==> src/rtl/dct_pkg.sv <==
package dct_pkg;

  localparam int unsigned DCT_DEF_CNT_W = 8;

  // A count register is idle when every bit is clear.
  function automatic logic dct_is_zero(input logic [63:0] v, input int unsigned w);
    logic z;
    z = 1'b1;
    for (int unsigned i = 0; i < 64; i++) begin
      if (i < w && v[i]) z = 1'b0;
    end
    return z;
  endfunction

endpackage

==> src/rtl/dct_load_counter.sv <==
module dct_load_counter
  import dct_pkg::*;
#(
  parameter int unsigned CNT_W = DCT_DEF_CNT_W
) (
  input  logic             clk,
  input  logic             rst_n,
  input  logic             start_i,
  input  logic [CNT_W-1:0] preset_i,
  output logic             busy_o
);

  localparam logic [CNT_W-1:0] CNT_ONE  = CNT_W'(1);
  localparam logic [CNT_W-1:0] CNT_ZERO = '0;

  logic [CNT_W-1:0] cnt_q;
  logic [CNT_W-1:0] cnt_d;
  logic             cnt_idle;
  logic             load_en;
  logic             dec_en;
  logic             cnt_en;

  // Next-state logic
  always_comb begin
    cnt_idle = dct_is_zero(64'(cnt_q), CNT_W);
    load_en  = start_i && cnt_idle;
    dec_en   = !cnt_idle;
    cnt_en   = load_en || dec_en;
    if (load_en) begin
      cnt_d = preset_i;
    end else begin
      cnt_d = cnt_q - CNT_ONE;
    end
  end

  // Register
  always_ff @(posedge clk or negedge rst_n) begin
    if (!rst_n) begin
      cnt_q <= CNT_ZERO;
    end else if (cnt_en) begin
      cnt_q <= cnt_d;
    end
  end

  assign busy_o = !cnt_idle;

  // an idle strobe loads the preset
  p_load_r2: assert property (@(posedge clk) disable iff (!rst_n)
    (start_i && cnt_q == CNT_ZERO) |=> (cnt_q == $past(preset_i)));

  // a strobe while counting does not reload
  p_busy_ignore_r7: assert property (@(posedge clk) disable iff (!rst_n)
    (start_i && cnt_q != CNT_ZERO) |=> (cnt_q == $past(cnt_q) - CNT_ONE));

  // one step per clock while nonzero
  p_step_r4: assert property (@(posedge clk) disable iff (!rst_n)
    (cnt_q != CNT_ZERO) |=> (cnt_q == $past(cnt_q) - CNT_ONE));

  // rest at zero without a strobe
  p_hold_zero_r4: assert property (@(posedge clk) disable iff (!rst_n)
    (cnt_q == CNT_ZERO && !start_i) |=> (cnt_q == CNT_ZERO));

  // zero preset leaves the timer idle
  p_zero_preset_r6: assert property (@(posedge clk) disable iff (!rst_n)
    (start_i && cnt_q == CNT_ZERO && preset_i == CNT_ZERO) |=> !busy_o);

endmodule

==> src/rtl/dct_fall_detect.sv <==
module dct_fall_detect (
  input  logic clk,
  input  logic rst_n,
  input  logic lvl_i,
  output logic fall_o
);

  logic smp1_q, smp1_d;
  logic smp2_q, smp2_d;

  // Next-state logic
  always_comb begin
    smp1_d = lvl_i;
    smp2_d = smp1_q;
  end

  // Register
  always_ff @(posedge clk or negedge rst_n) begin
    if (!rst_n) begin
      smp1_q <= 1'b0;
      smp2_q <= 1'b0;
    end else begin
      smp1_q <= smp1_d;
      smp2_q <= smp2_d;
    end
  end

  assign fall_o = smp2_q && !smp1_q;

  // each falling edge yields a strobe in the next cycle
  p_fall_strobe_r5: assert property (@(posedge clk) disable iff (!rst_n)
    $fell(lvl_i) |=> fall_o);

  // strobe is one clock wide
  p_one_wide_r5: assert property (@(posedge clk) disable iff (!rst_n)
    fall_o |=> !fall_o);

endmodule

==> src/rtl/dct_phase_timer.sv <==
module dct_phase_timer
  import dct_pkg::*;
#(
  parameter int unsigned CNT_W = DCT_DEF_CNT_W
) (
  input  logic             clk,
  input  logic             rst_n,
  input  logic             start,
  input  logic [CNT_W-1:0] preset,
  output logic             phase_lvl,
  output logic             phase_done
);

  logic busy;
  logic fall;

  dct_load_counter #(
    .CNT_W (CNT_W)
  ) u_cnt (
    .clk      (clk),
    .rst_n    (rst_n),
    .start_i  (start),
    .preset_i (preset),
    .busy_o   (busy)
  );

  dct_fall_detect u_fall (
    .clk    (clk),
    .rst_n  (rst_n),
    .lvl_i  (busy),
    .fall_o (fall)
  );

  assign phase_lvl  = busy;
  assign phase_done = fall;

  // done only after a high-to-low transition of the level
  p_done_after_fall_r5: assert property (@(posedge clk) disable iff (!rst_n)
    phase_done |-> (!$past(phase_lvl) && $past(phase_lvl, 2)));

  // done never overlaps a still-high level that has not fallen
  p_done_low_lvl_r5: assert property (@(posedge clk) disable iff (!rst_n)
    phase_done |-> !$past(phase_lvl));

endmodule

==> config.mk <==
export PLATFORM = sky130hd
export DESIGN_NAME = dct_phase_timer
export DESIGN_NICKNAME = d
export VERILOG_FILES = /design/src/rtl/dct_pkg.sv /design/src/rtl/dct_load_counter.sv /design/src/rtl/dct_fall_detect.sv /design/src/rtl/dct_phase_timer.sv
export SDC_FILE = /design/constraint.sdc
export NUM_CORES = 1
export LEC_CHECK = 0
export ABC_AREA = 1
export CORE_AREA = 4 4 41 43
export CTS_BUF_LIST = sky130_fd_sc_hd__clkbuf_4 sky130_fd_sc_hd__clkbuf_8 sky130_fd_sc_hd__clkbuf_16
export DETAILED_ROUTE_END_ITERATION = 12
export DIE_AREA = 0 0 45 47
export DONT_BUFFER_PORTS = 1
export GPL_ROUTABILITY_DRIVEN = 0
export MAX_ROUTING_LAYER = met4
export PLACE_DENSITY = 0.62
export SYNTH_ARGS = -nofsm -noshare
export SYNTH_HDL_FRONTEND = slang
export SYNTH_SLANG_ARGS = --single-unit
==> constraint.sdc <==
create_clock -name clk -period 3.7 [get_ports clk]
set_input_delay 0.185 -clock clk [delete_from_list [all_inputs] [get_ports clk]]
set_output_delay 0.185 -clock clk [all_outputs]
set_load 0.03 [all_outputs]
Word-level counts from Yosys, hierarchy flattened
Index checks and enable logic that the tools add are counted.

cells by class
  div/mod/pow operators = 0
  reduce and logical (&&, ||, !) cells = 5
  add/subtract/negate cells = 1
  multiply operators = 0
  $lt $le $gt $ge = 0
  equality and inequality tests = 0
  muxes and demuxes = 9
  bitwise operators = 0
  shifts and indexed selects = 0

operator list
  kind                                              number
  two-way mux 1 bit                                 8
  two-way mux 8 bit                                 1
  subtractor 8 x 1 -> 8 bit, second input constant  1
  logical AND 1 bit                                 2
  zero test 1 bit                                   2
  logical OR 1 bit                                  1

word-level totals
  output and inout port bits = 2
  bits in latches = 0
  word-level logic and storage cells = 18
  memories = 0
  bits in writable memories = 0
  register bits after elaboration = 10
  memory bits (read-only) = 0

Longest topological paths before layout
  depth in word-level cells = 10
  gate-level depth with buffers = 7
  mapped depth without buffers = 7

Modules after synthesis
Synthesis repeated with hierarchy kept, for this count alone.

second synthesis, totals
  cells, all modules = 85
  area, all modules = 654.4 um2

by module, submodules not included
  module            cells each  instances  sequential area each (um2)  area an instance (um2)
  dct_load_counter  81          1          200.2                       594.3
  dct_fall_detect   4           1          50.0                        60.1

Worst setup path after synthesis
OpenSTA, ideal clock, no wires.

  kind = flip-flop to flip-flop
  start point = register u_cnt.cnt_q[0]
  end point = register u_cnt.cnt_q[0]
  buffers on the path = 0
  library setup time = 0.124 ns
  data required time = 3.576 ns
  data arrival time = 1.087 ns
  period minus slack after synthesis = 1.211 ns
  stages on the path, launching flop included = 8
  slack = 2.489 ns
  path through = dfrtp_1 inv_2 ha_1 nand2_4 nor2_4 inv_2 nand2_1 nand3_1

between the ends
  cells in the longest elaborated chain, start to end = 10

ends and longest elaborated chain
  item                             line                    RTL
  start: declaration               dct_load_counter.sv:16  logic [CNT_W-1:0] cnt_q;
  start signal: assignment         dct_load_counter.sv:41  cnt_q <= cnt_d;
  two-way mux 1 bit (8 in series)  dct_pkg.sv:10           if (i < w && v[i]) z = 1'b0;
  zero test 1 bit                  --
  named net phase_lvl              dct_phase_timer.sv:10   output logic phase_lvl,
  logical OR 1 bit                 dct_load_counter.sv:28  cnt_en = load_en || dec_en;

The timed path passes the listed nets, and every way through them passes these cells.
A chain may end at the register's enable or synchronous reset.

Worst setup path after layout
  start point = register u_cnt.cnt_q[1]
  end point = output port phase_lvl

between the ends
  cells in the longest elaborated chain, start to end = 8

ends and longest elaborated chain
  item                             line                    RTL
  two-way mux 1 bit (7 in series)  dct_pkg.sv:10
  zero test 1 bit                  dct_load_counter.sv:45  assign busy_o = !cnt_idle;
  end: declaration                 dct_phase_timer.sv:10

Every way passes these cells.

==> metrics.md <==
| Metric | Value |
|---|---|
| Mapped Cells | `78` |
| CP max stage cell | `dfrtp_1` |
| Global-route wire length before repair | `1904 um` |
| Maximum vdd drop | `0.0001708 V` |
| Syn Std Cell Area | `600.6 um^2` |
| Vias per cell | `5.135` |
| Slew Limit Headroom | `63.11%` |
| Worst setup SP type | `flop` |
| Syn Nets | `91` |
| Flop2flop setup slack | `2.21 ns` |
| FP Rows | `13` |
| Setup violators final | `0` |
| Initial Util | `46.15%` |
| Final net count | `95` |
| Post-synthesis register bit count | `10` |
| Slew @ Worst Pin | `0.5513 ns` |
| Hold-critical path endpoint | `u_cnt.cnt_q[4]` |
| Routed WL | `1174 um` |
| Gr ovfl total | `0` |
| CTS Buf Count | `3` |
| Max Freq | `606.6 MHz` |
| I/O Pins | `13` |
| CP Data Arrival Time | `1.46 ns` |
| Max clock buf depth | `2` |
| Iter 0 DRT Violations | `6` |
| Layout cells sized above 1 | `14.81%` |
| Final setup TNS | `0 ns` |
| Horiz. Die Dim | `45 um` |
| Number of diodes | `0` |
| Syn avg cell area | `7.700 um^2` |
| Routed len/inst | `12.23 um` |
| Vias in the first global route | `445` |
| Cts repair resizes | `0` |
| Die area | `2115 um^2` |
| Root Driver | `clkbuf_4` |
| Fill cells | `142` |
| Slew Viols, Final | `0` |
| Reg2reg end | `u_cnt.cnt_q[0]` |
| Area Growth Syn to Fin | `7.708%` |
| Final worst slack | `2.052 ns` |
| I/O Buffers | `0` |
| Hold path cells | `2` |
| Required time worst endpoint | `3.51 ns` |
| Clk sink count | `10` |
| Status | `completed` |
| Final-report hold violation count | `0` |
| Antenna violations before repair | `0` |
| DP Worst Slack | `2.206 ns` |
| CP peak stage delay | `0.40 ns` |
| Largest net degree at the start of global routing | `13` |
| Later-pin clock latency in the skew report | `0.26 ns` |
| Tcrit/Tclk final | `44.55%` |
| Crit Path Category | `flop to output pin` |
| Total Routing Usage GR | `13.92%` |
| Critical path peak fanout | `12` |
| Core footprint | `1301 um^2` |
| # DRC | `0` |
| RR Startpoint | `u_cnt.cnt_q[1]` |
| Final std cells w/o fill | `96` |
| Critical Path End Type | `output pin` |
| Vias | `493` |
| Yosys warning count | `0` |
| CP cell instances | `inv_1 > ha_1 > nand2_4 > nor2_4 > inv_2` |
| Tmin final | `1.648 ns` |
| Hold WS | `0.05962 ns` |
| Synth unique cells | `18` |
| Routed Antenna Nets | `0` |
| 1st-pass router iterations | `4` |
| Max-cap violations | `0` |
| CTS tree | `built` |
| PD cells | `324.7 nW/um^2` |
| R2R cell count | `7` |
| H-Tree Depth | `1` |
| Placed cell count | `91` |
| Pleak | `0.3113 nW` |
| Post-CTS setup buffer count | `0` |
| CTS clk-pin slew, worst paths | `0.07 ns` |
| Hold_sp | `preset[4]` |
| RSZ-0062 raised after global routing | `no` |
| Clock skew | `0.004618 ns` |
| Die Ht | `47 um` |
| Post-synthesis sequential area ratio | `41.67%` |
| Layout Utilization | `49.71%` |
| Min-Delay Path Class | `input port to flop` |
| DP HPWL | `903.2 um` |
==> logic make-up (layout without fill, tap and decap cells) <==
group	Yosys count	in the layout	synth area share, %
xor+xnor	1	1	1.459
simple gates	51	51	41.25
compound gates	2	2	2.083
fa+ha+maj	2	2	4.166
flops	10	10	41.67
buf+inv	12	15	9.376
==> worst max path at each step <==
stage / slack, ns / start / end
2_1_floorplan: 2.49 / u_cnt.cnt_q[0] / u_cnt.cnt_q[0]
5_1_grt: 1.93 / u_cnt.cnt_q[1] / phase_lvl
4_1_cts: 2.04 / u_cnt.cnt_q[1] / phase_lvl
6_report: 2.05 / u_cnt.cnt_q[1] / phase_lvl
3_5_place_dp: 2.21 / u_cnt.cnt_q[0] / u_cnt.cnt_q[2]
3_3_place_gp: 2.22 / u_cnt.cnt_q[0] / u_cnt.cnt_q[2]
==> report_power, final <==
| group | internal (mW) | leakage [nW] | switching, mW |
|---|---|---|---|
| Sequential | 0.109 | 0.104 | 0 |
| Combinational | 0.000865 | 0.186 | 0.00224 |
| Clock | 0.0597 | 0.0210 | 0.0379 |
| Total | 0.170 | 0.311 | 0.0402 |
==> critical path: cells and delay by family, from the launching register on <==
family,cells,cell delay [ns]
adder cells (fa/ha/maj),1,0.19
flip-flops,1,0.40
AND/OR/NAND/NOR,2,0.31
buffers and inverters,2,0.30
==> cell usage after synthesis (all sizes together) <==
master	instances	area, um^2
nand2	20	85.08
or2	1	6.260
o21ai	1	5.000
buf	2	18.77
dfrtp	10	250.2
nor2	10	55.06
ha	2	25.02
xnor2	1	8.760
nand4	1	6.260
o21bai	1	7.510
nand3	19	95.09
inv	10	37.54
==> final cells by class <==
class | count | area (um^2) | share of cell area (%)
timing repair buffer | 1 | 10.01 | 1.547
tap | 15 | 18.77 | 2.901
clock buffer | 4 | 36.28 | 5.609
sequential | 10 | 250.2 | 38.68
inverter | 10 | 37.54 | 5.803
multi-input combinational | 56 | 294.0 | 45.45
==> cells in the final DEF (no fill, tap or decap) <==
cell and n:
clkbuf_8 1, nor2_1 7, ha_1 2, dlygate4sd3_1 1
inv_2 2, nor2_4 2, nand2_2 1, nand2_1 18
dfrtp_1 10, or2_2 1, inv_1 8, o21ai_0 1
o21bai_1 1, nand4_1 1, nand3_1 19, nand2_4 1
clkbuf_4 3, xnor2_1 1, nor2_2 1
==> per-stage QoR <==
stage          instance area (um^2)  total power, mW
2_1_floorplan                 600.6           0.1134
3_3_place_gp                  600.6           0.1118
3_5_place_dp                  600.6           0.1118
4_1_cts                       646.9           0.2131
5_1_grt                       646.9           0.2198
6_report                      646.9           0.2100
==> what timing repair did <==
item,CTS,global route
hold endpoints to repair,10,0
hold buffers,1,0
setup endpoints to repair,0,0
==> layer usage <==
layer | share of wire (%) | up-vias | wire, um | global-route usage (%)
met5 | 0 | - | 0 | -
met1 | 41 | 225 | 486 | 15.91
met2 | 52 | 14 | 609 | 21.47
met3 | 5.7 | 2 | 67 | 3.831
li1 | - | 252 | - | -
met4 | 0.85 | 0 | 10 | 8.772
==> registers in the layout, summed over array words and instances (netlist names) <==
signal,count
u_fall.smp1_q,1
u_fall.smp2_q,1
u_cnt.cnt_q,8
Note: power is estimated with default switching activity, not from simulation.
